## config.mk

```make
export PLATFORM = sky130hd
export DESIGN_NAME = sram_ctl
export DESIGN_NICKNAME = d
export VERILOG_FILES = /design/src/rtl/sram_ctl_pkg.sv /design/src/rtl/sram_ctl_fsm.sv /design/src/rtl/sram_ctl_pins.sv /design/src/rtl/sram_ctl.sv
export SDC_FILE = /design/constraint.sdc
export NUM_CORES = 1
export LEC_CHECK = 0
export ABC_AREA = 1
export CORE_MARGIN = 2
export CORE_UTILIZATION = 45
export CTS_CLUSTER_DIAMETER = 100
export DETAILED_ROUTE_END_ITERATION = 16
export GPL_TIMING_DRIVEN = 0
export PLACE_DENSITY = 0.82
export SYNTH_ARGS = -nofsm -noshare
export SYNTH_HDL_FRONTEND = slang
export SYNTH_SLANG_ARGS = --single-unit
```

## constraint.sdc

```tcl
create_clock -name clk -period 3.6 [get_ports clk]
set_input_delay 0.72 -clock clk [delete_from_list [all_inputs] [get_ports clk]]
set_output_delay 0.72 -clock clk [all_outputs]
set_load 0.02 [all_outputs]
```

## src/rtl/sram_ctl_pkg.sv

```systemverilog
package sram_ctl_pkg;

  typedef enum logic [2:0] {
    ST_IDLE,
    ST_WR_PULSE,
    ST_WR_HOLD,
    ST_RD_ACCESS,
    ST_RD_DONE,
    ST_RETAIN,
    ST_RECOVER
  } ctl_state_t;

  // Round a picosecond limit up to whole clock cycles, at least one.
  function automatic int unsigned ps_to_cycles(input int unsigned lim_ps,
                                               input int unsigned clk_ps);
    int unsigned c;
    c = (lim_ps + clk_ps - 1) / clk_ps;
    return (c == 0) ? 1 : c;
  endfunction

endpackage

```

## src/rtl/sram_ctl_fsm.sv

```systemverilog
module sram_ctl_fsm
  import sram_ctl_pkg::*;
#(
  parameter int unsigned WE_LEN = 4,
  parameter int unsigned AH_CYC = 1,
  parameter int unsigned RD_CYC = 4,
  parameter int unsigned REC_CYC = 4,
  parameter int unsigned CNT_W = 3
) (
  input  logic             clk,
  input  logic             rst_n,
  input  logic             req_valid,
  input  logic             req_write,
  input  logic             ret_req,
  output ctl_state_t       state,
  output logic [CNT_W-1:0] cnt,
  output logic             accept,
  output logic             capture,
  output logic             req_ready,
  output logic             rsp_valid
);

  localparam logic [CNT_W-1:0] WE_LAST  = CNT_W'(WE_LEN - 1);
  localparam logic [CNT_W-1:0] AH_LAST  = CNT_W'(AH_CYC - 1);
  localparam logic [CNT_W-1:0] RD_LAST  = CNT_W'(RD_CYC - 1);
  localparam logic [CNT_W-1:0] REC_LAST = CNT_W'(REC_CYC - 1);

  ctl_state_t state_d;
  logic       last;

  always_comb begin
    unique case (state)
      ST_WR_PULSE:  last = (cnt == WE_LAST);
      ST_WR_HOLD:   last = (cnt == AH_LAST);
      ST_RD_ACCESS: last = (cnt == RD_LAST);
      ST_RECOVER:   last = (cnt == REC_LAST);
      default:      last = 1'b1;
    endcase
  end

  assign req_ready = (state == ST_IDLE) && !ret_req;
  assign accept    = req_ready && req_valid;
  assign capture   = (state == ST_RD_ACCESS) && last;
  assign rsp_valid = ((state == ST_WR_HOLD) && last) || (state == ST_RD_DONE);

  always_comb begin
    state_d = state;
    unique case (state)
      ST_IDLE: begin
        if (ret_req)        state_d = ST_RETAIN;
        else if (req_valid) state_d = req_write ? ST_WR_PULSE : ST_RD_ACCESS;
      end
      ST_WR_PULSE:  if (last) state_d = ST_WR_HOLD;
      ST_WR_HOLD:   if (last) state_d = ST_IDLE;
      ST_RD_ACCESS: if (last) state_d = ST_RD_DONE;
      ST_RD_DONE:   state_d = ST_IDLE;
      ST_RETAIN:    if (!ret_req) state_d = ST_RECOVER;
      ST_RECOVER:   if (last) state_d = ST_IDLE;
      default:      state_d = ST_IDLE;
    endcase
  end

  always_ff @(posedge clk or negedge rst_n) begin
    if (!rst_n) begin
      state <= ST_IDLE;
      cnt   <= '0;
    end else begin
      state <= state_d;
      if (state_d != state) cnt <= '0;
      else if (state == ST_IDLE || state == ST_RETAIN) cnt <= '0;
      else cnt <= cnt + 1'b1;
    end
  end

endmodule

```

## src/rtl/sram_ctl_pins.sv

```systemverilog
module sram_ctl_pins
  import sram_ctl_pkg::*;
#(
  parameter int unsigned ADDR_W = 16,
  parameter int unsigned DATA_W = 4,
  parameter int unsigned TURN_CYC = 2,
  parameter int unsigned CNT_W = 3
) (
  input  logic              clk,
  input  logic              rst_n,
  input  ctl_state_t        state,
  input  logic [CNT_W-1:0]  cnt,
  input  logic              accept,
  input  logic              capture,
  input  logic [ADDR_W-1:0] req_addr,
  input  logic [DATA_W-1:0] req_wdata,
  input  logic [DATA_W-1:0] mem_dq_i,
  output logic [DATA_W-1:0] rsp_rdata,
  output logic              ret_ack,
  output logic              mem_ce_n,
  output logic              mem_we_n,
  output logic [ADDR_W-1:0] mem_addr,
  output logic [DATA_W-1:0] mem_dq_o,
  output logic              mem_dq_oe
);

  localparam logic [CNT_W-1:0] TURN_C = CNT_W'(TURN_CYC);

  logic [ADDR_W-1:0] addr_q;
  logic [DATA_W-1:0] wdata_q;
  logic [DATA_W-1:0] rdata_q;

  always_ff @(posedge clk or negedge rst_n) begin
    if (!rst_n) begin
      addr_q  <= '0;
      wdata_q <= '0;
      rdata_q <= '0;
    end else begin
      if (accept) begin
        addr_q  <= req_addr;
        wdata_q <= req_wdata;
      end
      if (capture) rdata_q <= mem_dq_i;
    end
  end

  // Strobes decode from the state flops only.
  assign mem_ce_n  = !((state == ST_WR_PULSE) || (state == ST_RD_ACCESS));
  assign mem_we_n  = (state != ST_WR_PULSE);
  assign mem_dq_oe = ((state == ST_WR_PULSE) && (cnt >= TURN_C)) ||
                     (state == ST_WR_HOLD);
  assign mem_addr  = addr_q;
  assign mem_dq_o  = wdata_q;
  assign rsp_rdata = rdata_q;
  assign ret_ack   = (state == ST_RETAIN);

endmodule

```

## src/rtl/sram_ctl.sv

```systemverilog
module sram_ctl
  import sram_ctl_pkg::*;
#(
  parameter int unsigned ADDR_W  = 16,
  parameter int unsigned DATA_W  = 4,
  parameter int unsigned CLK_PS  = 4000,
  parameter int unsigned RC_PS   = 15000,
  parameter int unsigned WP_PS   = 12000,
  parameter int unsigned TURN_PS = 7000,
  parameter int unsigned DS_PS   = 7000,
  parameter int unsigned AH_PS   = 2000
) (
  input  logic              clk,
  input  logic              rst_n,
  input  logic              req_valid,
  output logic              req_ready,
  input  logic              req_write,
  input  logic [ADDR_W-1:0] req_addr,
  input  logic [DATA_W-1:0] req_wdata,
  output logic              rsp_valid,
  output logic [DATA_W-1:0] rsp_rdata,
  input  logic              ret_req,
  output logic              ret_ack,
  output logic              mem_ce_n,
  output logic              mem_we_n,
  output logic [ADDR_W-1:0] mem_addr,
  output logic [DATA_W-1:0] mem_dq_o,
  output logic              mem_dq_oe,
  input  logic [DATA_W-1:0] mem_dq_i
);

  localparam int unsigned RD_CYC   = ps_to_cycles(RC_PS, CLK_PS);
  localparam int unsigned REC_CYC  = RD_CYC;
  localparam int unsigned WP_CYC   = ps_to_cycles(WP_PS, CLK_PS);
  localparam int unsigned TURN_CYC = ps_to_cycles(TURN_PS, CLK_PS);
  localparam int unsigned DS_CYC   = ps_to_cycles(DS_PS, CLK_PS);
  localparam int unsigned AH_CYC   = ps_to_cycles(AH_PS, CLK_PS);
  localparam int unsigned WE_LEN   = (WP_CYC > TURN_CYC + DS_CYC) ? WP_CYC
                                                                  : TURN_CYC + DS_CYC;
  localparam int unsigned MAX_LEN  = (WE_LEN > RD_CYC) ? WE_LEN : RD_CYC;
  localparam int unsigned CNT_W    = $clog2(MAX_LEN + 1);

  ctl_state_t       state;
  logic [CNT_W-1:0] cnt;
  logic             accept;
  logic             capture;

  sram_ctl_fsm #(
    .WE_LEN(WE_LEN), .AH_CYC(AH_CYC), .RD_CYC(RD_CYC),
    .REC_CYC(REC_CYC), .CNT_W(CNT_W)
  ) u_fsm (
    .clk(clk), .rst_n(rst_n), .req_valid(req_valid), .req_write(req_write),
    .ret_req(ret_req), .state(state), .cnt(cnt), .accept(accept),
    .capture(capture), .req_ready(req_ready), .rsp_valid(rsp_valid)
  );

  sram_ctl_pins #(
    .ADDR_W(ADDR_W), .DATA_W(DATA_W), .TURN_CYC(TURN_CYC), .CNT_W(CNT_W)
  ) u_pins (
    .clk(clk), .rst_n(rst_n), .state(state), .cnt(cnt), .accept(accept),
    .capture(capture), .req_addr(req_addr), .req_wdata(req_wdata),
    .mem_dq_i(mem_dq_i), .rsp_rdata(rsp_rdata), .ret_ack(ret_ack),
    .mem_ce_n(mem_ce_n), .mem_we_n(mem_we_n), .mem_addr(mem_addr),
    .mem_dq_o(mem_dq_o), .mem_dq_oe(mem_dq_oe)
  );

endmodule

```

-- Yosys cells after proc, flatten, opt, wreduce, memory -nomap -nowiden
Cells that the tools add are included.
- output and inout bits: 30
- register bits: 30
- bits of input ports: 29
- word-level logic and storage cells: 42
- muxes and demuxes: 11
- order comparisons: 1
- reduce and logical (&&, ||, !) cells: 15
- eq/ne operators: 9
- add/sub/neg operators: 1
- operators by type and width (cell ; number):
    $mux W3 ; 8
    $pmux W3 S5 ; 1
    $eq A3 B2 Y1 const B ; 3
    $eq A3 B3 Y1 const B ; 3
    $logic_not A3 Y1 ; 2
    $logic_and A1 B1 Y1 ; 5
    $logic_or A1 B1 Y1 ; 4
    $add A3 B1 Y3 const B ; 1
    $eq A3 B1 Y1 const B ; 1
    $ge A3 B2 Y1 const B ; 1
    $ne A3 B1 Y1 const B ; 1
    $ne A3 B3 Y1 ; 1
    $reduce_or A3 Y1 ; 1
    $logic_not A1 Y1 ; 2
    $mux W2 ; 1
    $pmux W1 S2 ; 1
    $reduce_or A2 Y1 ; 1

-- Longest topological paths before layout
Gate-level depths: netlist of run 1.
- depth after elaboration: 7
- mapped depth: 11

-- Cells and area by module
A second synthesis of run 1 with hierarchy kept.
- cell total of the unflattened synthesis: 182
- area total of the unflattened synthesis: 1466.4 um^2
- by module, submodules not included (module ; sequential area each (um^2) ; area an instance (um^2) ; cells each ; times used):
    sram_ctl_pins ; 600.6 ; 969.7 ; 112 ; 1
    sram_ctl_fsm ; 150.1 ; 496.7 ; 70 ; 1

-- Worst setup path after synthesis of run 1
Ideal clock, no wire load.
- kind: reg2out
- start point: reg u_fsm.state[2]
- end point: out mem_dq_oe
- stages on the path, launching flop included: 7
- buffers on the path: 1
- data required time: 2880 ps
- setup slack: 1532 ps
- arrival: 1348 ps
- cell sequence: dfrtp_1 buf_6 inv_1 nand2_1 nor2_1 inv_1 o22ai_1
- word-level cells in the longest chain between the ends: 3
- RTL lines (item ; RTL line ; text):
    from (decl) ; sram_ctl_fsm.sv:15 ; output ctl_state_t state,
    from (signal assigned) ; sram_ctl_fsm.sv:68 ; state <= state_d;
    $eq A3 B1 Y1 ; sram_ctl_pins.sv:50 ; assign mem_dq_oe = ((state == ST_WR_PULSE) && (cnt >= TURN_C)) ||
    $logic_and A1 B1 Y1 ; sram_ctl_pins.sv:50 ;
    $logic_or A1 B1 Y1 * ; sram_ctl_pins.sv:50 ;
    to (decl) ; sram_ctl.sv:28 ; output logic mem_dq_oe,
Every way passes the cells marked *; elsewhere a longest branch is shown, timed or not.

-- Final worst setup path of run 1
- start point: in ret_req
- end point: out req_ready
- word-level cells in the longest chain between the ends: 2
- RTL lines (item ; RTL line ; text):
    from (decl) ; sram_ctl.sv:22 ; input logic ret_req,
    $logic_not A1 Y1 ; sram_ctl_fsm.sv:41 ; assign req_ready = (state == ST_IDLE) && !ret_req;
    $logic_and A1 B1 Y1 ; sram_ctl_fsm.sv:41 ;
    to (decl) ; sram_ctl.sv:16 ; output logic req_ready,
Every way passes these cells.

==> out/metrics.csv, run 1 <==
stage,metric,value,unit
placed_design,io_buffers,58,
timing,finalCritPeriodShare,77.4,%
power,finalPower,1.90,mW
drt,routed_wl,3090,um
timing,tightest_slew,0.631,ns
setup_path,criticalPathCategory,in -> out,
synthesis,synth_area_per_cell,11.7,um2
cells_and_area,synthToLayoutAreaGrowth,47.6,%
setup_path,cp.required,2.88,ns
clock_tree,numCtsBuffers,5,
placed_design,gp_congestion,0.874,
synthesis,yosysSeqAreaShare,50.1,%
global_routing,globalRouteMet3Util,9.73,%
global_routing,met1_usage,22.1,%
floorplanning,initial_core_util,48.3,%
setup_path,reg2reg_to,u_fsm.cnt[1],
min_path,min_path_type,in -> async,
setup_path,startpoint_type,input pin,
synthesis,ys.flop_type,dfrtp_1,
status,status,"finished, final reports clean",
cells_and_area,fin_nets,226,
clock_tree,tritoncts,built,
clock_tree,postCtsSetupBuffers,0,
placed_design,placed_cells,230,
floorplanning,die_area,3810,um2
global_routing,gr-total-overflow,0,
clock_tree,numClockSinks,30,
timing,tns,0,ns
power,leakage,0.997,nW
synthesis,synth-compound-area-share,2.17,%
clock_tree,holdBufCountCts,0,
cells_and_area,final_cells,238,
timing,hold_viol,0,
clock_tree,post_cts_resized,0,
setup_path,arrival,2.07,ns
setup_path,rr_worst_depth,11,
synthesis,synth_top_area_share,50.1,%
power,power.density,859,nW/um2
clock_tree,clk_latency,0.34,ns
cells_and_area,n_fill_cell,263,
drt,vias,1155,
synthesis,synth_edf_count,0,
setup_path,rrSetupSlack,1.96,ns
timing,fmax,0.359,GHz
cells_and_area,final_common_cell,clkdlybuf4s50_1,
cells_and_area,antenna_cells,0,
setup_path,cp-startpoint,ret_req,
cells_and_area,multi_input_area,646,um2
global_routing,grt_first_pass_wirelength,5310,um
setup_path,cp-end-kind,output port,
drt,route.detailed.drc,0,
global_routing,grt.total_usage,19.8,%
cells_and_area,final_cell_area,2210,um2
setup_path,r2r-start,u_fsm.cnt[1],
synthesis,synth_largest_area_cell,dfrtp_1,
drt,dr.first_iter.drc_count,63,
cells_and_area,drive_gt1_share,23.7,%
floorplanning,num_rows,20,
synthesis,yosys-top-cells-area,"dfrtp_1 50%, mux2_4 10%, mux2_2 8.3%, nand2_1 4.3%, ha_1 3.3%",
floorplanning,core_area,3100,um2
timing,hold_ws,0.383,ns
cells_and_area,regArea,751,um2
synthesis,yosys.area_share.simple,17.0,%
synthesis,syn-cell-area,1500,um2
clock_tree,htree_num_levels,2,
floorplanning,die_h,61.7,um
global_routing,grt_max_degree,31,
drt,via_per_inst,4.85,
cells_and_area,mostFrequentLayoutCells,"57 x clkdlybuf4s50_1, 30 x dfrtp_1, 17 x nand2_1",
timing,fin_worst_skew,0.00841,ns
timing,min_period,2.79,ns
global_routing,busiest_layer,met2,
synthesis,synth-adder-area-share,3.34,%
placed_design,place_area,2130,um2
synthesis,synthArstFlopShare,100,%
timing,slew_headroom,58.0,%
global_routing,grtUsageMet2,31.0,%
floorplanning,io_pins,59,
clock_tree,clkTransAtPathRegs,0.10,ns
synthesis,muxShareOfSynthArea,20.6,%
clock_tree,ctsRootBufferMaster,clkbuf_4,
global_routing,antenna_found_initial,0,
floorplanning,die_w,61.7,um
synthesis,synth_seq_cells,30,
timing,slew_violations,0,
synthesis,yosys_warnings,0,
timing,finalSetupViolCount,0,
drt,firstDrtPassIters,4,
synthesis,synth_xor_xnor_area_share,0,%
global_routing,grt_pass1_vias,1223,
timing,rsz0062_at_grt,false,
drt,ant_nets,0,
placed_design,place_hpwl,2380,um
drt,wl_per_cell,13.0,um
clock_tree,cts_buffer_depth,2,
synthesis,yosysUniqueCellTypes,25,
setup_path,cp-endpoint,req_ready,
power,max-vdd-ir-drop,0.461,mV
synthesis,syn_inst,128,
flow_run,drv_cap,0,
synthesis,synth_top_family_by_area,multiplexers,
setup_path,crit_path_max_fanout,6,
synthesis,synth_fp_nets,161,
## how the worst min path moves through the flow
stage,start,to,slack [ns],depth (start not counted)
after detailed placement,u_pins.mem_addr[1],u_pins.mem_addr[1],0.48,1
after CTS,u_pins.mem_addr[1],u_pins.mem_addr[1],0.50,1
final,rst_n,u_pins.mem_addr[0],0.38,1
after floorplan,rst_n,u_fsm.cnt[0],0.42,0
after global placement,u_pins.mem_addr[1],u_pins.mem_addr[1],0.47,1
after global routing,rst_n,u_pins.mem_addr[4],0.41,1
## cell usage after synthesis (2+ instances only)
library cell	number
nand2_1	17
mux2_1	3
dfrtp_1	30
buf_6	4
ha_1	4
nand3_1	5
nand3_2	2
mux2_4	10
inv_1	12
a21oi_1	2
nor2_1	10
mux2_2	11
nand4_1	4
inv_2	3
## metal layers
metal / vias up / wire length (um)
li1: 548 / -
met1: 540 / 1250
met2: 58 / 1420
met3: 9 / 344
met4: 0 / 75
met5: - / 0
## critical path, stage by stage
cell	delay, ns
clkdlybuf4s50_1	0.56
nor2_1	0.16
clkdlybuf4s50_1	0.62
## final cells by class
cell class              count  area share [%]
multi-input cells          79            29.2
well taps                  44            2.49
clock inverters             3            2.04
inverters                  15            2.55
flip-flops and latches     30            34.0
clock buffers               5            1.70
repair buffers             58            26.0
plain buffers               4            2.04
## metrics by stage
step	setup WS, ns	utilization, %
global route	0.746	71.3
finish	0.814	71.3
floorplan	1.53	-
CTS	0.816	71.4
detailed placement	0.834	68.8
global placement	0.821	68.8
## power breakdown
group | internal (mW) | switching [mW] | leakage (nW)
Combinational | 0.533 | 0.531 | 0.595
Clock | 0.146 | 0.127 | 0.0374
Sequential | 0.475 | 0.0859 | 0.365
Total | 1.15 | 0.744 | 0.997
## registers in the layout, indices dropped and copies added (netlist names)
register / cells
u_fsm.state: 3
u_pins.mem_dq_o: 4
u_pins.mem_addr: 16
u_pins.rsp_rdata: 4
u_fsm.cnt: 3
## logic make-up after synthesis
group                      count (synthesis)
and+or+nand+nor                           46
muxes                                     24
AOI/OAI and AO/OA                          5
buffers and inverters                     19
DFF                                       30
adders and majority gates                  4
(Power assumes the default switching activity.)
==> inputs of run 2 (changes only) <==
Settings changed: CORE_UTILIZATION 45 to 43, PLACE_DENSITY 0.82 to 0.79.
Clock period 3.6 ns to 2.8 ns, I/O delays scaled along.
==> out/metrics.csv, run 2 (synthesis gave the netlist of run 1 again) <==
stage,metric,value,unit
status,status,"finished, final reports clean",
timing,tightest_slew,0.654,ns
placed_design,place_hpwl,2450,um
clock_tree,numCtsBuffers,5,
cells_and_area,fin_util,65.2,%
power,max-vdd-ir-drop,0.660,mV
flow_run,drv_cap,0,
setup_path,path_common_cell,inv_1,
clock_tree,numClockSinks,30,
setup_path,rr_worst_depth,11,
placed_design,gp_congestion,0.891,
drt,firstDrtPassIters,4,
global_routing,grt_max_degree,31,
drt,routed_wl,3140,um
power,pwr-share-seq,30.9,%
min_path,min_path_type,in -> async,
cells_and_area,n_fill_cell,265,
power,leakage,0.985,nW
timing,slew_headroom,56.4,%
clock_tree,holdBufCountCts,0,
cells_and_area,drive_gt1_share,22.3,%
cells_and_area,synthToLayoutAreaGrowth,45.3,%
timing,hold_viol,0,
clock_tree,cts_buffer_depth,2,
drt,vias,1130,
timing,finalSetupViolCount,0,
floorplanning,die_h,63.0,um
drt,dr.first_iter.drc_count,54,
floorplanning,num_rows,21,
clock_tree,clkTransAtPathRegs,0.09,ns
drt,via_per_inst,4.73,
drt,wl_per_cell,13.1,um
floorplanning,core_area,3340,um2
power,finalPower,2.33,mW
timing,min_period,2.52,ns
placed_design,io_buffers,58,
placed_design,dp_slack,0.350,ns
cells_and_area,regArea,751,um2
cells_and_area,antenna_cells,0,
global_routing,antenna_found_initial,0,
setup_path,crit_path_max_fanout,8,
timing,fin_worst_skew,0.00568,ns
power,cell_internal_pwr,1.39,mW
drt,ant_nets,0,
power,p_sw_share,40.1,%
setup_path,arrival,1.96,ns
power,p_switching,934,uW
clock_tree,post_cts_resized,0,
floorplanning,io_pins,59,
floorplanning,die_w,63.0,um
floorplanning,initial_core_util,44.9,%
timing,hold_ws,0.252,ns
clock_tree,ctsRootBufferMaster,clkbuf_4,
global_routing,grt_pass1_vias,1185,
timing,tns,0,ns
cells_and_area,mostFrequentLayoutCells,"57 x clkdlybuf4s50_1, 30 x dfrtp_1, 17 x nand2_1",
global_routing,gr-total-overflow,0,
setup_path,criticalPathCategory,reg -> out,
timing,final.setup.worst_slack,0.284,ns
floorplanning,die_area,3970,um2
power,combPwrFrac,59.2,%
power,clkPwrFrac,9.9,%
cells_and_area,largest_reg_flops,16,
drt,route.detailed.drc,0,
setup_path,cp_cell_sequence,buf_6 -> inv_1 -> nand2_1 -> nor2_1 -> inv_1 -> o22ai_1 -> clkdlybuf4s50_1,
timing,slew_violations,0,
setup_path,cp_slowest_stage_delay,0.63,ns
setup_path,startpoint_type,register,
cells_and_area,final_common_cell,clkdlybuf4s50_1,
timing,fmax,0.397,GHz
timing,rsz0062_at_grt,false,
setup_path,crit_slowest_cell,clkdlybuf4s50_1,
clock_tree,tritoncts,built,
setup_path,cp.required,2.24,ns
cells_and_area,multi_input_area,646,um2
clock_tree,clk_latency,0.33,ns
timing,finalCritPeriodShare,89.9,%
clock_tree,postCtsSetupBuffers,0,
cells_and_area,fin_nets,226,
global_routing,grt_first_pass_wirelength,5340,um
power,power.density,1070,nW/um2
global_routing,grt.total_usage,17.7,%
clock_tree,htree_num_levels,2,
setup_path,cp-end-kind,output port,
[run 2: cell count changes in the layout (fill, tap and decap cells not counted), sizes merged]
cell / change
clkbuf: +2
bufinv: -1
clkinvlp: -2
[run 2: power groups by stage]
stage	Clock, mW	Combinational, mW	Sequential, mW
after floorplan	0	0.656	0.898
after global placement	0	1.35	0.717
after detailed placement	0	1.38	0.724
after CTS	0.239	1.39	0.721
final	0.231	1.38	0.718
after global routing	0.257	1.48	0.741
[run 2: worst paths after layout]
kind / from / to / slack (ns)
max: u_fsm.state[2] / mem_dq_oe / 0.28
min: rst_n / u_fsm.cnt[0] / 0.25
max reg2reg: u_fsm.cnt[1] / u_fsm.cnt[0] / 1.16
min reg2reg: u_pins.mem_dq_o[3] / u_pins.mem_dq_o[3] / 0.49
max in group asynchronous: rst_n / u_pins.mem_addr[11] / 2.12
min in group clk: u_pins.mem_dq_o[3] / u_pins.mem_dq_o[3] / 0.49
[run 2: per-layer routing]
layer	part of all wire, %	up-vias	GRT usage [%]
li1	-	552	-
met2	47	51	28.5
met3	8.2	5	6.67
met5	0	-	0
met4	1.5	0	6.67
met1	44	522	21.6
[run 2: area by class of cell]
type / count / area share [%]
buffer: 4 / 2.07
multi-input combinational: 79 / 29.7
clock buffer: 7 / 2.07
sequential: 30 / 34.5
inverter: 15 / 2.59
tap: 46 / 2.65
timing repair buffer: 58 / 26.5
[run 2: critical path: cells and delay by family, from the launching register on]
| kind | cells | cell delay [ns] |
|---|---|---|
| buf+inv | 4 | 0.94 |
| flops | 1 | 0.38 |
| simple gates | 2 | 0.19 |
| compound gates | 1 | 0.12 |
[run 2: per-stage QoR]
stage	cells	instance area [um2]
6_report	239	2180
5_1_grt	239	2180
4_1_cts	239	2180
3_5_place_dp	232	2140
3_3_place_gp	232	2140
2_1_floorplan	128	1500
